File: config.mk
export PLATFORM = sky130hd
export DESIGN_NAME = pageDramCtrl
export DESIGN_NICKNAME = d
export VERILOG_FILES = /design/src/rtl/pageDramPkg.sv /design/src/rtl/pageDramCtl.sv /design/src/rtl/pageDramDp.sv /design/src/rtl/pageDramCtrl.sv
export SDC_FILE = /design/constraint.sdc
export NUM_CORES = 1
export LEC_CHECK = 0
export BUFFER_PORTS_ARGS = -buffer_cell sky130_fd_sc_hd__buf_4
export CORE_ASPECT_RATIO = 1.25
export CORE_MARGIN = 3
export CORE_UTILIZATION = 47
export DETAILED_ROUTE_END_ITERATION = 6
export PLACE_DENSITY_LB_ADDON = 0.1
export SYNTH_ARGS = -nofsm -noshare
export SYNTH_HDL_FRONTEND = slang
export SYNTH_SLANG_ARGS = --single-unit
File: constraint.sdc
create_clock -name clk -period 4.81 [get_ports clk]
set_input_delay 0.2405 -clock clk [delete_from_list [all_inputs] [get_ports clk]]
set_output_delay 0.2405 -clock clk [all_outputs]
set_load 0.01 [all_outputs]
File: src/rtl/pageDramPkg.sv
package pageDramPkg;

  typedef enum logic [1:0] {
    ADDR_NONE,
    ADDR_ROW,
    ADDR_COL,
    ADDR_REF
  } addrSel_e;

  typedef enum logic [2:0] {
    ST_IDLE,
    ST_OPENED,
    ST_PRE,
    ST_ACT,
    ST_COL,
    ST_REF
  } ctlState_e;

  // Strobes from control to datapath and device pins
  typedef struct packed {
    logic     loadReq;
    logic     setOpenRow;
    logic     stepRefRow;
    logic     capture;
    addrSel_e addrSel;
    logic     rasN;
    logic     casN;
    logic     weN;
  } ctlStrobes_t;

endpackage

File: src/rtl/pageDramCtl.sv
module pageDramCtl
  import pageDramPkg::*;
#(
  parameter int REF_INTERVAL = 1560
) (
  input  logic        clk,
  input  logic        rstN,
  input  logic        reqValid,
  input  logic        reqHit,
  input  logic        curWrite,
  output logic        reqReady,
  output logic        refPending,
  output ctlStrobes_t ctl
);

  localparam int TW = $clog2(REF_INTERVAL + 1);

  ctlState_e state, stateNxt;
  logic [TW-1:0] refTimer;
  logic busy;
  logic accept;

  assign reqReady = ((state == ST_IDLE) || (state == ST_OPENED)) && !refPending;
  assign accept   = reqValid && reqReady;

  // Refresh interval timer
  always_ff @(posedge clk) begin
    if (!rstN) begin
      refTimer   <= '0;
      refPending <= 1'b0;
    end else begin
      if (ctl.stepRefRow) refPending <= 1'b0;
      if (refTimer == TW'(REF_INTERVAL - 1)) begin
        refTimer   <= '0;
        refPending <= 1'b1;
      end else begin
        refTimer <= refTimer + 1'b1;
      end
    end
  end

  always_ff @(posedge clk) begin
    if (!rstN) begin
      state <= ST_IDLE;
      busy  <= 1'b0;
    end else begin
      state <= stateNxt;
      if (accept) busy <= 1'b1;
      else if (state == ST_COL) busy <= 1'b0;
    end
  end

  always_comb begin
    stateNxt = state;
    unique case (state)
      ST_IDLE:   if (refPending) stateNxt = ST_REF;
                 else if (accept) stateNxt = ST_ACT;
      ST_OPENED: if (refPending) stateNxt = ST_PRE;
                 else if (accept) stateNxt = reqHit ? ST_COL : ST_PRE;
      ST_PRE:    stateNxt = busy ? ST_ACT : ST_REF;
      ST_ACT:    stateNxt = ST_COL;
      ST_COL:    stateNxt = ST_OPENED;
      ST_REF:    stateNxt = ST_IDLE;
      default:   stateNxt = ST_IDLE;
    endcase
  end

  always_comb begin
    ctl = '{loadReq: accept, setOpenRow: 1'b0, stepRefRow: 1'b0, capture: 1'b0,
            addrSel: ADDR_NONE, rasN: 1'b1, casN: 1'b1, weN: 1'b1};
    unique case (state)
      ST_OPENED: ctl.rasN = 1'b0;
      ST_ACT: begin
        ctl.rasN       = 1'b0;
        ctl.addrSel    = ADDR_ROW;
        ctl.setOpenRow = 1'b1;
      end
      ST_COL: begin
        ctl.rasN    = 1'b0;
        ctl.casN    = 1'b0;
        ctl.weN     = !curWrite;
        ctl.capture = !curWrite;
        ctl.addrSel = ADDR_COL;
      end
      ST_REF: begin
        ctl.rasN       = 1'b0;
        ctl.addrSel    = ADDR_REF;
        ctl.stepRefRow = 1'b1;
      end
      default: ;
    endcase
  end

endmodule

File: src/rtl/pageDramDp.sv
module pageDramDp
  import pageDramPkg::*;
#(
  parameter int ROW_W  = 12,
  parameter int COL_W  = 10,
  parameter int LANES  = 8,
  parameter int LANE_W = 8
) (
  input  logic                      clk,
  input  logic                      rstN,
  input  ctlStrobes_t               ctl,
  input  logic                      reqWrite,
  input  logic [ROW_W+COL_W-1:0]    reqAddr,
  input  logic [LANES*LANE_W-1:0]   reqWdata,
  input  logic [LANES*LANE_W-1:0]   dramRdData,
  output logic                      reqHit,
  output logic                      curWrite,
  output logic [((ROW_W > COL_W) ? ROW_W : COL_W)-1:0] dramAddr,
  output logic [LANES*LANE_W-1:0]   dramWrData,
  output logic                      rspValid,
  output logic [LANES*LANE_W-1:0]   rspData
);

  localparam int DA = (ROW_W > COL_W) ? ROW_W : COL_W;
  localparam int AW = ROW_W + COL_W;

  logic [ROW_W-1:0] rowReg, openRow, refRow;
  logic [COL_W-1:0] colReg;
  logic [LANES*LANE_W-1:0] wdataReg;
  logic [LANE_W-1:0] rdLane [LANES];

  assign reqHit = (reqAddr[AW-1:COL_W] == openRow);

  always_ff @(posedge clk) begin
    if (!rstN) begin
      openRow  <= '0;
      refRow   <= '0;
      curWrite <= 1'b0;
      rspValid <= 1'b0;
    end else begin
      rspValid <= ctl.capture;
      if (ctl.loadReq) begin
        rowReg   <= reqAddr[AW-1:COL_W];
        colReg   <= reqAddr[COL_W-1:0];
        curWrite <= reqWrite;
        wdataReg <= reqWdata;
      end
      if (ctl.setOpenRow) openRow <= rowReg;
      if (ctl.stepRefRow) refRow <= refRow + 1'b1;
    end
  end

  always_comb begin
    unique case (ctl.addrSel)
      ADDR_ROW: dramAddr = DA'(rowReg);
      ADDR_COL: dramAddr = DA'(colReg);
      ADDR_REF: dramAddr = DA'(refRow);
      default:  dramAddr = '0;
    endcase
  end

  // Byte-lane striping: device k owns slice k of the word
  for (genvar k = 0; k < LANES; k++) begin : gLane
    assign dramWrData[k*LANE_W +: LANE_W] = wdataReg[k*LANE_W +: LANE_W];
    always_ff @(posedge clk) begin
      if (ctl.capture) rdLane[k] <= dramRdData[k*LANE_W +: LANE_W];
    end
    assign rspData[k*LANE_W +: LANE_W] = rdLane[k];
  end

endmodule

File: src/rtl/pageDramCtrl.sv
module pageDramCtrl
  import pageDramPkg::*;
#(
  parameter int ROW_W        = 12,
  parameter int COL_W        = 10,
  parameter int LANES        = 8,
  parameter int LANE_W       = 8,
  parameter int REF_INTERVAL = 1560
) (
  input  logic                    clk,
  input  logic                    rstN,
  input  logic                    reqValid,
  output logic                    reqReady,
  input  logic                    reqWrite,
  input  logic [ROW_W+COL_W-1:0]  reqAddr,
  input  logic [LANES*LANE_W-1:0] reqWdata,
  output logic                    rspValid,
  output logic [LANES*LANE_W-1:0] rspData,
  output logic [((ROW_W > COL_W) ? ROW_W : COL_W)-1:0] dramAddr,
  output logic                    dramRasN,
  output logic                    dramCasN,
  output logic                    dramWeN,
  output logic [LANES*LANE_W-1:0] dramWrData,
  input  logic [LANES*LANE_W-1:0] dramRdData
);

  ctlStrobes_t ctl;
  logic reqHit, curWrite, refPending;

  pageDramCtl #(.REF_INTERVAL(REF_INTERVAL)) ctl_i (
    .clk(clk), .rstN(rstN), .reqValid(reqValid), .reqHit(reqHit),
    .curWrite(curWrite), .reqReady(reqReady), .refPending(refPending), .ctl(ctl)
  );

  pageDramDp #(.ROW_W(ROW_W), .COL_W(COL_W), .LANES(LANES), .LANE_W(LANE_W)) dp_i (
    .clk(clk), .rstN(rstN), .ctl(ctl), .reqWrite(reqWrite), .reqAddr(reqAddr),
    .reqWdata(reqWdata), .dramRdData(dramRdData), .reqHit(reqHit),
    .curWrite(curWrite), .dramAddr(dramAddr), .dramWrData(dramWrData),
    .rspValid(rspValid), .rspData(rspData)
  );

  assign dramRasN = ctl.rasN;
  assign dramCasN = ctl.casN;
  assign dramWeN  = ctl.weN;

endmodule

==> results of run 1 <==
per-stage QoR:
step | instances | hold WS [ns]
floorplan | 401 | 0.339
global placement | 860 | 0.419
detailed placement | 860 | 0.420
CTS | 1034 | 0.0000597
global route | 1035 | 0.00293
finish | 1035 | 0.0206
power breakdown:
group          switching [mW]  internal [mW]  total [mW]
clock network           0.615          0.722        1.34
registers              0.0328           1.86        1.89
logic                   0.148          0.233       0.381
total                   0.796           2.81        3.61
per-layer routing:
| metal | GRT usage, % | vias to the layer above |
|---|---|---|
| li1 | - | 2361 |
| met1 | 26.5 | 2304 |
| met2 | 44.4 | 264 |
| met3 | 8.77 | 35 |
| met4 | 9.18 | 0 |
| met5 | 0 | - |
layout make-up:
| class | instances | area [µm²] |
|---|---|---|
| sequential | 192 | 5350 |
| timing repair buffer | 441 | 3670 |
| fill | 710 | 2500 |
| multi-input combinational | 194 | 1220 |
| clock buffer | 18 | 429 |
| tap | 171 | 214 |
| clock inverter | 14 | 130 |
| inverter | 4 | 15.0 |
| antenna | 1 | 2.50 |
sequential cells by signal, indices dropped and copies added, names as in the netlist:
name,count
dp_i.dramWrData,64
dp_i.rdLane,64
dp_i.openRow,12
dp_i.refRow,12
dp_i.rowReg,12
ctl_i.refTimer,11
dp_i.colReg,10
ctl_i.state,3
ctl_i.busy,1
ctl_i.refPending,1
dp_i.curWrite,1
dp_i.rspValid,1
final timing paths:
| check | start | to | cells after the start |
|---|---|---|---|
| max | ctl_i.state[0] | dramAddr[9] | 5 |
| min | reqAddr[19] | dp_i.rowReg[9] | 1 |
| max reg2reg | ctl_i.state[2] | dp_i.rdLane[0][14] | 5 |
| min reg2reg | ctl_i.refTimer[0] | ctl_i.refTimer[0] | 1 |
placed cells by master, fill, tap and decap left out, types with 2 or more instances in the layout:
master	synthesis	final
xnor2_1	22	22
inv_6	0	4
dfxtp_1	42	42
nor2b_1	6	6
dlygate4sd3_1	0	142
nor4_1	3	3
edfxtp_1	150	150
nand2_1	43	43
nand3b_1	2	2
clkinv_2	0	3
mux2i_1	12	12
xor2_1	8	8
nand2b_1	3	3
a21boi_0	15	15
nand4_1	6	6
nand3_1	8	8
and2_1	14	14
nor2_1	16	15
buf_4	0	299
ha_1	2	2
inv_1	4	4
clkbuf_16	0	17
clkinvlp_4	0	4
nor3_1	9	9
o21ai_0	12	12
kinds of logic (layout without fill, tap and decap cells):
family / Yosys count / count (layout) / share of synthesized area, %
and+or+nand+nor: 119 / 119 / 9.08
xor gates and xnor gates: 30 / 30 / 3.97
other: 0 / 1 / 0
muxes: 12 / 12 / 1.82
DFF: 192 / 192 / 80.8
AOI/OAI and AO/OA: 31 / 31 / 3.06
adders and majority gates: 2 / 2 / 0.378
buffers and inverters: 15 / 477 / 0.908
==> results.py, run 1 <==
metrics = {
    "clock_network": {
        "numCtsBuffers": 17,
        "cts_tree": "done",
        "ctsHoldBuffers": 142,
        "insertion_delay_ns": 0.42,
        "clockBufferDepth": 2,
        "post_cts_buffers": 0,
        "post_cts_resized": 0,
        "cts_root_buffer": "clkbuf_16",
        "htree_levels": 4,
        "clk_pin_slew_worst_paths_ns": 0.07,
        "cts.sinks": 192,
    },
    "worst_setup_path": {
        "path_max_fanout": 20,
        "crit_family": "simple AND/OR/NAND/NOR gates",
        "slowest_stage": "dfxtp_1",
        "cp-end-kind": "output pin",
        "worst_ep_required_time_ns": 4.57,
        "crit_buf_inv": 1,
        "r2r_setup_slack_ns": 2.29,
        "path_class": "flop to output pin",
        "worst_ep_arrival_time_ns": 2.50,
        "startpoint_type": "flop",
        "slowest_delay_ns": 0.85,
        "path_cells": "nor2b_1, and2_1, nand2_1, o21ai_0, buf_4",
    },
    "timing": {
        "slew_violations": 0,
        "finalCriticalPeriod_ns": 2.74,
        "fin_ws_ns": 2.07,
        "finalCritPeriodShare_pct": 56.9,
        "finalHoldViolCount": 0,
        "setup_viol": 0,
        "tightest_slew_ns": 1.13,
        "max_freq_mhz": 365,
        "slew_headroom_pct": 24.5,
        "setup-tns-final_ns": 0,
        "rsz0062_at_grt": "false",
        "clock_skew_ns": 0.0149,
    },
    "floorplan": {
        "die_area_um2": 15500,
        "rows": 47,
        "start_util_pct": 48.9,
        "die_w_um": 112,
        "die_y_um": 139,
        "ios": 299,
        "design.core.area_um2": 13500,
    },
    "yosys": {
        "ys_seq_area_share_pct": 80.8,
        "synthCells": 401,
        "yosysUniqueCellTypes": 33,
        "synth_area_um2": 6620,
        "synth_top_area_cell": "edfxtp_1",
        "synth_top_area_share_pct": 68.1,
        "avgSynthCellArea_um2": 16.5,
        "ys_ff_latch": 192,
        "synthTopCellsByCount": "150 x edfxtp_1, 43 x nand2_1, 42 x dfxtp_1",
        "ys.warnings.count": 0,
        "yosys-top-cells-area": "edfxtp_1 68%, dfxtp_1 13%, xnor2_1 2.9%, nand2_1 2.4%, mux2i_1 1.8%",
        "ys.flop_type": "edfxtp_1",
        "syn-num-nets": 557,
        "synth-async-reset-ratio_pct": 0,
        "synth.most_common_cell": "edfxtp_1",
        "synth-edff-count": 150,
    },
    "grt": {
        "grt_pass1_vias": 5381,
        "antenna_found_initial": 1,
        "grt_pass1_wl_mm": 29.5,
        "grt_max_degree": 87,
        "grt_overflow_total": 0,
        "track_usage_pct": 24.7,
    },
    "layout": {
        "drive_above_1_share_pct": 38.7,
        "fin_area_um2": 11000,
        "area_growth_pct": 66.6,
        "post-route-util_pct": 81.5,
        "fin_nets": 1006,
    },
    "placed_design": {
        "io_buffers": 298,
        "preCtsSetupSlack_ns": 2.29,
        "post-dp-hpwl_mm": 12.2,
        "gp_congestion": 0.864,
        "placed_cell_area_um2": 9040,
    },
    "routing": {
        "met1_length_mm": 6.78,
        "drt-total-wl_mm": 19.3,
        "drt_iter0_drc": 164,
        "top_layer": "met4",
        "firstDrtPassIters": 4,
        "vias": 4964,
        "wl_met3_mm": 1.79,
        "wl_met2_mm": 10.2,
        "ant_nets": 0,
        "drc": 0,
        "avgViaCountPerCell": 4.80,
        "drt-wirelength-per-cell_um": 18.6,
    },
    "status": {
        "status": "finished clean",
    },
    "pwr": {
        "total_power_mw": 3.61,
        "ir_drop_mv": 0.236,
        "p_leak_nw": 4.41,
        "cellPowerDensity_nw_per_um2": 327,
    },
    "job": {
        "cap_viol_max_count": 0,
    },
    "min_path": {
        "worst_hold_path_type": "input port to flop",
    },
}
Power figures use the tool's default switching activity.
==> run 2: changes to the inputs <==
--- a/config.mk
+++ b/config.mk
@@ -8,7 +8,7 @@
 export BUFFER_PORTS_ARGS = -buffer_cell sky130_fd_sc_hd__buf_4
 export CORE_ASPECT_RATIO = 1.25
 export CORE_MARGIN = 3
-export CORE_UTILIZATION = 47
+export CORE_UTILIZATION = 42
 export DETAILED_ROUTE_END_ITERATION = 6
 export PLACE_DENSITY_LB_ADDON = 0.1
 export SYNTH_ARGS = -nofsm -noshare
==> constraint.sdc (replaced) <==
create_clock -name clk -period 2.5 [get_ports clk]
set_input_delay 0.125 -clock clk [delete_from_list [all_inputs] [get_ports clk]]
set_output_delay 0.125 -clock clk [all_outputs]
set_load 0.01 [all_outputs]
==> run 2 against run 1 <==
  * Final area is 2.2% higher
  * Critical path type unchanged
  * First-iteration DRC count increased by 96%
  * Largest power group unchanged
  * Sequential cell count is the same
  * Non-clock buffer count up 15
==> results.py, run 2 (synthesized netlist as in run 1, its figures left out) <==
metrics = {
    "status": {
        "status": "finished clean",
    },
    "worst_setup_path": {
        "cp-end-kind": "output pin",
        "slowest_delay_ns": 0.48,
        "path_cells": "nor2b_1, and2_1, nand2_1, o21ai_0, buf_4",
        "path_class": "flop to output pin",
        "startpoint_type": "flop",
        "worst_ep_arrival_time_ns": 2.13,
        "slowest_stage": "and2_1",
        "r2r_setup_slack_ns": 0.57,
        "worst_ep_required_time_ns": 2.38,
        "path_max_fanout": 12,
    },
    "floorplan": {
        "die_w_um": 118,
        "die_area_um2": 17300,
        "design.core.area_um2": 15200,
        "rows": 50,
        "ios": 299,
        "start_util_pct": 43.5,
        "die_y_um": 146,
    },
    "clock_network": {
        "clockBufferDepth": 2,
        "cts_tree": "done",
        "post_cts_buffers": 0,
        "htree_levels": 4,
        "cts_root_buffer": "clkbuf_16",
        "clk_pin_slew_worst_paths_ns": 0.06,
        "insertion_delay_ns": 0.42,
        "numCtsBuffers": 17,
        "cts.sinks": 192,
    },
    "layout": {
        "drive_above_1_share_pct": 38.5,
        "num_antenna_cells": 0,
        "fin_nets": 1021,
        "area_growth_pct": 70.4,
        "instances_no_fill": 1085,
        "final_common_cell": "buf_4",
        "final_cell_mix": "302 x buf_4, 151 x dlygate4sd3_1, 150 x edfxtp_1, 43 x nand2_1, 42 x dfxtp_1",
        "fin_area_um2": 11300,
    },
    "timing": {
        "finalCritPeriodShare_pct": 90.0,
        "fin_ws_ns": 0.250,
        "slew_headroom_pct": 67.4,
        "setup-tns-final_ns": 0,
        "max_freq_mhz": 444,
        "tightest_slew_ns": 0.488,
        "clock_skew_ns": 0.00793,
        "finalHoldViolCount": 0,
        "finalCriticalPeriod_ns": 2.25,
        "setup_viol": 0,
        "rsz0062_at_grt": "false",
        "slew_violations": 0,
    },
    "routing": {
        "met1_length_mm": 7.18,
        "wl_met3_mm": 1.63,
        "firstDrtPassIters": 4,
        "top_layer": "met4",
        "wl_met2_mm": 10.0,
        "drt_iter0_drc": 322,
        "drt-total-wl_mm": 19.3,
        "avgViaCountPerCell": 4.59,
        "drt-wirelength-per-cell_um": 17.8,
        "ant_nets": 0,
        "vias": 4977,
        "drc": 0,
    },
    "grt": {
        "grt_overflow_total": 0,
        "antenna_found_initial": 0,
        "grt_max_degree": 56,
        "grt_pass1_vias": 5491,
        "track_usage_pct": 22.8,
        "grt_pass1_wl_mm": 30.5,
    },
    "placed_design": {
        "gp_congestion": 0.782,
        "post-dp-hpwl_mm": 12.5,
        "place_inst": 903,
        "preCtsSetupSlack_ns": 0.571,
        "io_buffers": 298,
        "placed_cell_area_um2": 9170,
    },
    "job": {
        "cap_viol_max_count": 0,
    },
    "min_path": {
        "worst_hold_path_type": "input port to flop",
    },
    "pwr": {
        "p_leak_nw": 4.51,
        "ir_drop_mv": 0.502,
        "cellPowerDensity_nw_per_um2": 631,
    },
}
run 2: through the flow:
step / hold WS (ns) / util [%] / power [mW]
after floorplan: 0.224 / - / 3.87
after global placement: 0.303 / 60.3 / 4.25
after detailed placement: 0.304 / 60.3 / 4.26
after CTS: 0.00339 / 74.1 / 7.16
after global routing: 0.0554 / 74.1 / 7.38
final: 0.0276 / 74.1 / 7.12
run 2: path summary, 6_finish.rpt:
path,from,end,cells after the start
worst max-delay path,ctl_i.state[0],dramAddr[1],5
worst min-delay path,reqValid,dp_i.curWrite,3
worst max register to register,ctl_i.state[2],dp_i.dramWrData[1],3
worst min register to register,ctl_i.refTimer[0],ctl_i.refTimer[0],1
run 2: routing by layer:
layer  track usage (%)  vias up
met2              40.0      243
met1              25.6     2314
met4              7.98        0
met5                 0        -
met3              8.33       33
li1                  -     2387
run 2: where the power goes:
| group | switching, mW | leakage, nW | internal (mW) |
|---|---|---|---|
| Clock | 1.14 | 0.288 | 1.57 |
| Combinational | 0.309 | 2.50 | 0.473 |
| Sequential | 0.0468 | 1.72 | 3.57 |
run 2: area by class of cell:
type	count	area (µm²)
tap	208	260
inverter	4	15.0
fill	947	3930
multi-input combinational	194	1220
clock inverter	13	160
clock buffer	18	429
timing repair buffer	456	3840
sequential	192	5350
run 2: critical path: cells and delay by family, from the launching register on:
kind / cells / cell delay [ns]
simple gates: 3 / 0.92
flops: 1 / 0.46
compound gates: 1 / 0.14
buf+inv: 1 / 0.18
run 2: what timing repair did:
action                                  4_1_cts  5_1_grt
gates resized for setup                       0        0
endpoints found under the hold margin       151        0
endpoints found under the setup margin        0        0
hold buffers                                151        0
==> run 3: changes to the inputs <==
--- a/config.mk
+++ b/config.mk
@@ -6,9 +6,9 @@
 export NUM_CORES = 1
 export LEC_CHECK = 0
 export BUFFER_PORTS_ARGS = -buffer_cell sky130_fd_sc_hd__buf_4
-export CORE_ASPECT_RATIO = 1.25
+export CORE_ASPECT_RATIO = 0.6
 export CORE_MARGIN = 3
-export CORE_UTILIZATION = 42
+export CORE_UTILIZATION = 47
 export DETAILED_ROUTE_END_ITERATION = 6
 export PLACE_DENSITY_LB_ADDON = 0.1
 export SYNTH_ARGS = -nofsm -noshare
==> constraint.sdc (replaced) <==
create_clock -name clk -period 2.1 [get_ports clk]
set_input_delay 0.105 -clock clk [delete_from_list [all_inputs] [get_ports clk]]
set_output_delay 0.105 -clock clk [all_outputs]
set_load 0.01 [all_outputs]
==> run 3 against run 2 <==
  * Non-clock buffer count stayed put
  * Sequential cell count stayed put
  * Wire length increased by 17%
  * Critical path type unchanged
  * Critical endpoint is now dramAddr[4]
==> results.py, run 3 (synthesized netlist as in run 1, its figures left out) <==
metrics = {
    "worst_setup_path": {
        "path_class": "flop to output pin",
        "crit_buf_inv": 1,
        "r2r_start": "ctl_i.state[1]",
        "slowest_stage": "dfxtp_2",
        "cp-end-kind": "output pin",
        "worst_ep_required_time_ns": 2.00,
        "critPathLaunch": "ctl_i.state[0]",
        "path_max_fanout": 12,
        "crit_family": "simple AND/OR/NAND/NOR gates",
        "path_cells": "nor2b_2, and2_2, nand2_1, o21ai_0, buf_4",
        "worst_ep_arrival_time_ns": 1.89,
        "slowest_delay_ns": 0.44,
        "startpoint_type": "flop",
    },
    "floorplan": {
        "ios": 299,
        "die_y_um": 97.9,
        "start_util_pct": 49.8,
        "die_w_um": 159,
        "die_area_um2": 15600,
        "design.core.area_um2": 13300,
        "rows": 32,
    },
    "min_path": {
        "worst_hold_path_type": "input port to flop",
        "min_from": "reqValid",
    },
    "grt": {
        "track_usage_pct": 29.0,
        "grt_max_degree": 87,
        "grt_pass1_vias": 5510,
        "grt_overflow_total": 0,
        "grt_pass1_wl_mm": 34.1,
        "antenna_found_initial": 2,
    },
    "routing": {
        "drt_iter0_drc": 384,
        "drt-total-wl_mm": 22.6,
        "drt-wirelength-per-cell_um": 21.2,
        "ant_nets": 0,
        "avgViaCountPerCell": 4.97,
        "firstDrtPassIters": 4,
        "drc": 0,
        "vias": 5295,
    },
    "clock_network": {
        "htree_levels": 4,
        "clockBufferDepth": 2,
        "cts.sinks": 192,
        "insertion_delay_ns": 0.43,
        "numCtsBuffers": 17,
        "clk_pin_slew_worst_paths_ns": 0.07,
        "post_cts_buffers": 0,
        "cts_root_buffer": "clkbuf_16",
        "cts_tree": "done",
    },
    "placed_design": {
        "preCtsSetupSlack_ns": 0.338,
        "post-dp-hpwl_mm": 13.6,
        "gp_congestion": 0.857,
        "io_buffers": 298,
        "place_inst": 881,
    },
    "timing": {
        "slew_violations": 0,
        "clock_skew_ns": 0.0149,
        "finalHoldViolCount": 0,
        "fin_ws_ns": 0.107,
        "max_freq_mhz": 502,
        "holdWs_ns": 0.0579,
        "tightest_slew_ns": 0.499,
        "finalCritPeriodShare_pct": 94.9,
        "slew_headroom_pct": 66.7,
        "finalCriticalPeriod_ns": 1.99,
        "setup_viol": 0,
        "setup-tns-final_ns": 0,
    },
    "status": {
        "status": "finished clean",
    },
    "layout": {
        "area_growth_pct": 69.4,
        "post-route-util_pct": 84.3,
        "instances_no_fill": 1066,
        "fin_nets": 1021,
        "final_common_cell": "buf_4",
        "drive_above_1_share_pct": 39.0,
        "num-fill-cells": 663,
        "final_cell_mix": "302 x buf_4, 152 x dlygate4sd3_1, 150 x edfxtp_1, 43 x nand2_1, 40 x dfxtp_1",
    },
    "pwr": {
        "ir_drop_mv": 0.497,
        "p_leak_nw": 4.47,
        "cellPowerDensity_nw_per_um2": 744,
    },
    "job": {
        "cap_viol_max_count": 0,
    },
}
## run 3: cell types whose count changed in the layout (fill, tap and decap cells not counted), sizes merged
cell	previous run	this run
buf	305	304
bufinv	3	0
clkbuf	18	17
clkinv	6	4
clkinvlp	1	4
diode	0	2
dlygate4sd3	151	152
inv	7	10
## run 3: final timing paths
path,to,slack [ns],depth (start not counted)
hold / removal,ctl_i.busy,0.06,3
setup reg to reg,dp_i.curWrite,0.38,5
setup / recovery,dramAddr[4],0.11,5
hold reg to reg,dp_i.openRow[11],0.47,2
## run 3: layout make-up
| cell class | instances | area (µm²) | area share (%) |
|---|---|---|---|
| Tap cell | 187 | 234 | 2.09 |
| Antenna cell | 2 | 5.00 | 0.0447 |
| Clock inverter | 14 | 125 | 1.12 |
| Clock buffer | 17 | 425 | 3.80 |
| Timing Repair Buffer | 456 | 3830 | 34.2 |
| Sequential cell | 192 | 5350 | 47.7 |
| Multi-Input combinational cell | 194 | 1230 | 11.0 |
| Inverter | 4 | 15.0 | 0.134 |
## run 3: per-stage QoR
stage / area [µm²] / total power [mW]
after floorplan: 6630 / 4.61
after detailed placement: 9130 / 5.08
after CTS: 11200 / 8.30
final: 11200 / 8.34
after global routing: 11200 / 8.60
after global placement: 9130 / 5.06
## run 3: what timing repair did
item,CTS,global route
hold buffers,152,0
gates resized for setup,2,1
pin swaps,0,0
endpoints found under the hold margin,151,0
endpoints found under the setup margin,12,2
## run 3: power by group
group	switching, mW	total, mW	internal (mW)
Clock	1.50	3.06	1.55
Sequential	0.0723	4.33	4.26
Combinational	0.390	0.954	0.564
## run 3: tightest hold or removal path: cells and delay by family
family,cells,cell delay (ns)
AND/OR/NAND/NOR,1,0.08
AO/OA/AOI/OAI,1,0.11
buffers and inverters,1,0.13
## run 3: metal layers
layer	vias to the layer above	GRT usage [%]	part of all wire, %
met2	261	51.7	52
li1	2391	-	-
met3	52	7.16	6.1
met4	0	10.4	3.2
met1	2591	34.7	38
met5	-	0	0
